==> src/rtl/gpio_port_pkg.sv <==
package gpio_port_pkg;

  typedef enum logic [1:0] {
    PM_INPUT = 2'd0,
    PM_PUSH  = 2'd1,
    PM_DRAIN = 2'd2,
    PM_QUASI = 2'd3
  } pin_mode_e;

  localparam int unsigned REG_MODE  = 0;
  localparam int unsigned REG_DOUT  = 1;
  localparam int unsigned REG_MASK  = 2;
  localparam int unsigned REG_INDIS = 3;
  localparam int unsigned REG_PIN   = 4;

endpackage

==> src/rtl/gpio_reg_bank.sv <==
module gpio_reg_bank #(
  parameter int unsigned NUM_PINS = 16,
  parameter int unsigned DATA_W   = 32,
  parameter int unsigned ADDR_W   = 3
) (
  input  logic                  clk,
  input  logic                  rst,
  input  logic                  sel,
  input  logic                  wr,
  input  logic [ADDR_W-1:0]     addr,
  input  logic [DATA_W-1:0]     wdata,
  input  logic [NUM_PINS-1:0]   pin_state,
  output logic [2*NUM_PINS-1:0] mode_q,
  output logic [NUM_PINS-1:0]   dout_q,
  output logic [NUM_PINS-1:0]   mask_q,
  output logic [NUM_PINS-1:0]   indis_q,
  output logic [DATA_W-1:0]     rdata
);
  import gpio_port_pkg::*;

  localparam int unsigned MODE_W = 2 * NUM_PINS;

  logic              wr_en;
  logic              rd_en;
  logic [DATA_W-1:0] rd_next;

  assign wr_en = sel && wr;
  assign rd_en = sel && !wr;

  // Register writes; the data register honours the protect mask
  always_ff @(posedge clk) begin
    if (rst) begin
      mode_q  <= '0;
      dout_q  <= '1;
      mask_q  <= '0;
      indis_q <= '0;
    end else if (wr_en) begin
      case (addr)
        ADDR_W'(REG_MODE):  mode_q  <= wdata[MODE_W-1:0];
        ADDR_W'(REG_DOUT):  dout_q  <= (dout_q & mask_q) | (wdata[NUM_PINS-1:0] & ~mask_q);
        ADDR_W'(REG_MASK):  mask_q  <= wdata[NUM_PINS-1:0];
        ADDR_W'(REG_INDIS): indis_q <= wdata[NUM_PINS-1:0];
        default: ;
      endcase
    end
  end

  always_comb begin
    rd_next = '0;
    case (addr)
      ADDR_W'(REG_MODE):  rd_next[MODE_W-1:0]   = mode_q;
      ADDR_W'(REG_DOUT):  rd_next[NUM_PINS-1:0] = dout_q;
      ADDR_W'(REG_MASK):  rd_next[NUM_PINS-1:0] = mask_q;
      ADDR_W'(REG_INDIS): rd_next[NUM_PINS-1:0] = indis_q;
      ADDR_W'(REG_PIN):   rd_next[NUM_PINS-1:0] = pin_state;
      default:            rd_next = '0;
    endcase
  end

  always_ff @(posedge clk) begin
    if (rst)        rdata <= '0;
    else if (rd_en) rdata <= rd_next;
  end

endmodule

==> src/rtl/gpio_pin_drive.sv <==
module gpio_pin_drive (
  input  logic                    clk,
  input  logic                    rst,
  input  gpio_port_pkg::pin_mode_e mode,
  input  logic                    dbit,
  output logic                    out_q,
  output logic                    oe_q,
  output logic                    pu_q
);
  import gpio_port_pkg::*;

  logic out_n, oe_n, pu_n;

  always_comb begin
    out_n = 1'b0;
    oe_n  = 1'b0;
    pu_n  = 1'b0;
    case (mode)
      PM_PUSH: begin
        oe_n  = 1'b1;
        out_n = dbit;
      end
      PM_DRAIN: oe_n = ~dbit;
      PM_QUASI: begin
        oe_n = ~dbit;
        pu_n = dbit;
      end
      default: ;
    endcase
  end

  always_ff @(posedge clk) begin
    if (rst) begin
      out_q <= 1'b0;
      oe_q  <= 1'b0;
      pu_q  <= 1'b0;
    end else begin
      out_q <= out_n;
      oe_q  <= oe_n;
      pu_q  <= pu_n;
    end
  end

endmodule

==> src/rtl/gpio_in_sync.sv <==
module gpio_in_sync #(
  parameter int unsigned WIDTH  = 16,
  parameter int unsigned STAGES = 2
) (
  input  logic             clk,
  input  logic             rst,
  input  logic [WIDTH-1:0] d,
  output logic [WIDTH-1:0] q
);
  logic [WIDTH-1:0] stage_q [STAGES];

  always_ff @(posedge clk) begin
    if (rst) stage_q[0] <= '0;
    else     stage_q[0] <= d;
  end

  for (genvar s = 1; s < STAGES; s++) begin : g_stage
    always_ff @(posedge clk) begin
      if (rst) stage_q[s] <= '0;
      else     stage_q[s] <= stage_q[s-1];
    end
  end

  assign q = stage_q[STAGES-1];

endmodule

==> src/rtl/gpio_port_regs.sv <==
module gpio_port_regs #(
  parameter int unsigned NUM_PINS = 16,
  parameter int unsigned DATA_W   = 32,
  parameter int unsigned ADDR_W   = 3
) (
  input  logic                clk,
  input  logic                rst,
  input  logic                bus_sel,
  input  logic                bus_wr,
  input  logic [ADDR_W-1:0]   bus_addr,
  input  logic [DATA_W-1:0]   bus_wdata,
  output logic [DATA_W-1:0]   bus_rdata,
  input  logic [NUM_PINS-1:0] pad_in,
  output logic [NUM_PINS-1:0] pad_out,
  output logic [NUM_PINS-1:0] pad_oe,
  output logic [NUM_PINS-1:0] pad_pu
);
  import gpio_port_pkg::*;

  localparam int unsigned SYNC_STAGES = 2;

  logic [2*NUM_PINS-1:0] mode_q;
  logic [NUM_PINS-1:0]   dout_q;
  logic [NUM_PINS-1:0]   mask_q;
  logic [NUM_PINS-1:0]   indis_q;
  logic [NUM_PINS-1:0]   sync_q;
  logic [NUM_PINS-1:0]   pin_state;

  gpio_reg_bank #(
    .NUM_PINS (NUM_PINS),
    .DATA_W   (DATA_W),
    .ADDR_W   (ADDR_W)
  ) u_bank (
    .clk       (clk),
    .rst       (rst),
    .sel       (bus_sel),
    .wr        (bus_wr),
    .addr      (bus_addr),
    .wdata     (bus_wdata),
    .pin_state (pin_state),
    .mode_q    (mode_q),
    .dout_q    (dout_q),
    .mask_q    (mask_q),
    .indis_q   (indis_q),
    .rdata     (bus_rdata)
  );

  gpio_in_sync #(
    .WIDTH  (NUM_PINS),
    .STAGES (SYNC_STAGES)
  ) u_sync (
    .clk (clk),
    .rst (rst),
    .d   (pad_in),
    .q   (sync_q)
  );

  // Input disable forces the sampled level to 0
  assign pin_state = sync_q & ~indis_q;

  for (genvar i = 0; i < NUM_PINS; i++) begin : g_pin
    gpio_pin_drive u_drive (
      .clk   (clk),
      .rst   (rst),
      .mode  (pin_mode_e'(mode_q[2*i +: 2])),
      .dbit  (dout_q[i]),
      .out_q (pad_out[i]),
      .oe_q  (pad_oe[i]),
      .pu_q  (pad_pu[i])
    );
  end

endmodule

==> config.mk <==
export PLATFORM = sky130hd
export DESIGN_NAME = gpio_port_regs
export DESIGN_NICKNAME = d
export VERILOG_FILES = /design/src/rtl/gpio_port_pkg.sv /design/src/rtl/gpio_reg_bank.sv /design/src/rtl/gpio_pin_drive.sv /design/src/rtl/gpio_in_sync.sv /design/src/rtl/gpio_port_regs.sv
export SDC_FILE = /design/constraint.sdc
export NUM_CORES = 1
export LEC_CHECK = 0
export BUFFER_PORTS_ARGS = -buffer_cell sky130_fd_sc_hd__buf_2
export CORE_MARGIN = 5
export CORE_UTILIZATION = 60
export CTS_BUF_LIST = sky130_fd_sc_hd__clkbuf_4 sky130_fd_sc_hd__clkbuf_8 sky130_fd_sc_hd__clkbuf_16
export DETAILED_ROUTE_END_ITERATION = 8
export PLACE_DENSITY = 0.88
export SLEW_MARGIN = 30
export SYNTH_ARGS = -nofsm -noshare
export SYNTH_HDL_FRONTEND = slang
export SYNTH_SLANG_ARGS = --single-unit
==> constraint.sdc <==
create_clock -name clk -period 2.2 [get_ports clk]
set_input_delay 0.22 -clock clk [delete_from_list [all_inputs] [get_ports clk]]
set_output_delay 0.22 -clock clk [all_outputs]
set_load 0.005 [all_outputs]
==> qor.txt <==
global-route wire length before repair -> 30290 um
post-synthesis sequential area ratio -> 49.61%
synth unique cells -> 34
TritonCTS buffer count -> 17
clk_lat worst skew -> 440 ps
WS Path Type -> in -> reg
clock slew at reported path FFs -> 70 ps
layout cell share with drive strength beyond 1 -> 23.37%
placed instance area -> 0.008179 mm^2
post-route ant nets -> 0
critical-path maximum fanout -> 16
Post-synth top flop -> dfxtp_1
Worst slew margin -> 69.82%
Yosys top cell area share -> 49.61%
die area -> 0.01528 mm^2
Mapped Cells -> 801
Worst IR Drop VDD -> 0.5761 mV
RR Endpoint -> u_bank.rdata[8]
Max-Cap Viols -> 0
Synth Cell Area -> 0.007747 mm^2
detailed-router iteration count before antenna repair -> 5
CP Capture Type -> flip-flop
Worst-Margin Slew -> 452.7 ps
R2R Setup Slk -> 920 ps
clock buffer depth -> 2
clock root cell -> clkbuf_16
syn nets -> 856
HP Class -> in -> reg
total grt overflow -> 0
core area -> 0.01262 mm^2
GRT Total Usage -> 25.98%
synth cell count leaders -> dfxtp_1 (192), nor2_1 (66), mux2i_1 (63)
met3 Use GR -> 5.813%
clock sink count -> 192
Final setup viols -> 0
vias in the first global route -> 5901
RSZ-0062 raised after global routing -> no
Synth async-reset ratio -> 0%
num ports -> 135
Die H -> 123.6 um
Worst Path Required -> 2560 ps
Antenna diodes -> 0
initial antenna violation count -> 0
Post-synth EDFFs -> 0
total negative slack -> 0 ps
Residual DRC -> 0
synthesis-to-finish area growth -> 15.78%
count leader, synth -> dfxtp_1
synth warn -> 0
die width -> 123.6 um
Final min period -> 1396 ps
Filler Cell Count -> 918
WL/cell -> 18.22 um
PwrDens -> 817.6 mW/mm^2
Leak Pwr -> 3.631 nW
Placer Congestion -> 0.9214
Cells on Worst Hold Path -> 2
Starting Density -> 61.39%
arrival time at the worst endpoint -> 1760 ps
vias per cell -> 5.808
Nets -> 932
port bufs -> 134
Resized cells post-CTS -> 0
met2 usage -> 41.80%
Worst Skew -> 6.485 ps
worst hold endpoint -> u_sync.stage_q[0][13]
Hold Crit Start -> pad_in[13]
worst-case reg-to-reg path depth -> 3
Mean Syn Cell Area -> 9.672 um^2
register bit count reported by yosys -> 192
dpl hpwl -> 12680 um
post-cts hold buffer count -> 15
M1 GR Usage -> 32.57%
GR peak layer -> met2
initial drt markers -> 566
DR vias -> 6168
Hold Fails Final Rpt -> 0
dominant cells by area after synthesis -> dfxtp_1 (50%), mux2i_1 (8.1%), buf_4 (4.8%), nand2b_1 (4.1%), nor2b_1 (3.5%)
row cnt -> 41
Setup Buffers After CTS -> 0
post-route cell area -> 0.008970 mm^2
CTS tree -> built
Total Wirelength -> 19350 um
Tcrit/Tclk final -> 63.45%
Max Slew Vio Count -> 0
largest net degree at the start of global routing -> 87
CP startpoint kind -> input port
H-tree depth -> 4
post-synth top area cell -> dfxtp_1
status -> finished clean
Max Fclk -> 0.7164 GHz
-- metrics by stage --
stage	util [%]	total power, mW	instances	worst slack (ps)	hold WS (ps)
2_1_floorplan	-	3.906	801	942.8	348.2
3_3_place_gp	64.81	4.054	1015	495.4	419.7
3_5_place_dp	64.81	4.061	1015	424.6	422.6
4_1_cts	71.08	7.352	1062	856.3	6.570
5_1_grt	71.08	7.531	1062	727.0	23.42
6_report	71.08	7.334	1062	804.2	23.47
-- power breakdown --
group	switching, mW	leakage (nW)	internal (mW)	total, mW
clock network	1.34	0.310	1.98	3.32
logic	0.259	1.76	0.189	0.447
registers	0.0365	1.56	3.53	3.57
total	1.63	3.63	5.70	7.33
-- worst max-delay path, cell delays in order --
cell     delay [ps]
buf_2           230
and3b_1         550
and3_4          500
mux2i_1         250
-- layout by cell type, fill, tap and decap left out, types with 17 or more instances in the layout --
cell,netlist,layout
nor2_1,66,65
a32oi_1,23,23
mux2_2,18,18
o21ai_0,32,32
nand3_1,32,32
buf_4,50,17
a21oi_1,32,32
buf_2,12,133
nand2b_1,51,51
nor2b_1,43,43
nor3_1,32,32
dfxtp_1,192,192
clkbuf_16,0,17
mux2i_1,63,63
-- sequential cells by signal, indices dropped and copies added (netlist names), named ones only --
| name | flops |
|---|---|
| g_pin.u_drive.oe_q | 16 |
| g_pin.u_drive.out_q | 16 |
| g_pin.u_drive.pu_q | 16 |
| u_bank.indis_q | 16 |
| u_bank.mask_q | 16 |
| u_bank.mode_q | 32 |
| u_bank.rdata | 32 |
| u_sync.stage_q | 32 |
-- area by class of cell --
cell class                      instances  area [um^2]  share of cell area (%)
Sequential cell                       192         3844                   42.85
Multi-Input combinational cell        489         3226                   35.96
Timing Repair Buffer                  169         1015                   11.31
Clock buffer                           20        460.4                   5.133
Tap cell                              172        215.2                   2.399
Clock inverter                         12        180.2                   2.009
Inverter                                8        30.03                  0.3348
-- kinds of logic (layout without fill, tap and decap cells) --
group	Yosys count	in the layout	synth area share, %
AOI/OAI and AO/OA	128	128	11.05
DFF	192	192	49.61
muxes	81	81	10.76
buffers and inverters	120	209	8.850
and+or+nand+nor	280	280	19.74
-- per-layer routing --
layer	vias to the layer above	wire (um)
li1	2890	-
met1	2923	7710
met2	302	9334
met3	53	1550
met4	0	754
met5	-	0
-- worst max-delay path by stage --
stage	startpoint	end	slack (ps)	depth (start not counted)
3_3_place_gp	bus_addr[2]	u_bank.indis_q[6]	500	4
5_1_grt	bus_addr[2]	u_bank.indis_q[7]	730	4
3_5_place_dp	bus_addr[2]	u_bank.indis_q[1]	420	4
2_1_floorplan	bus_wr	u_bank.rdata[15]	940	5
6_report	bus_addr[2]	u_bank.indis_q[15]	800	4
4_1_cts	bus_addr[2]	u_bank.indis_q[15]	860	4
(Power assumes the default switching activity.)
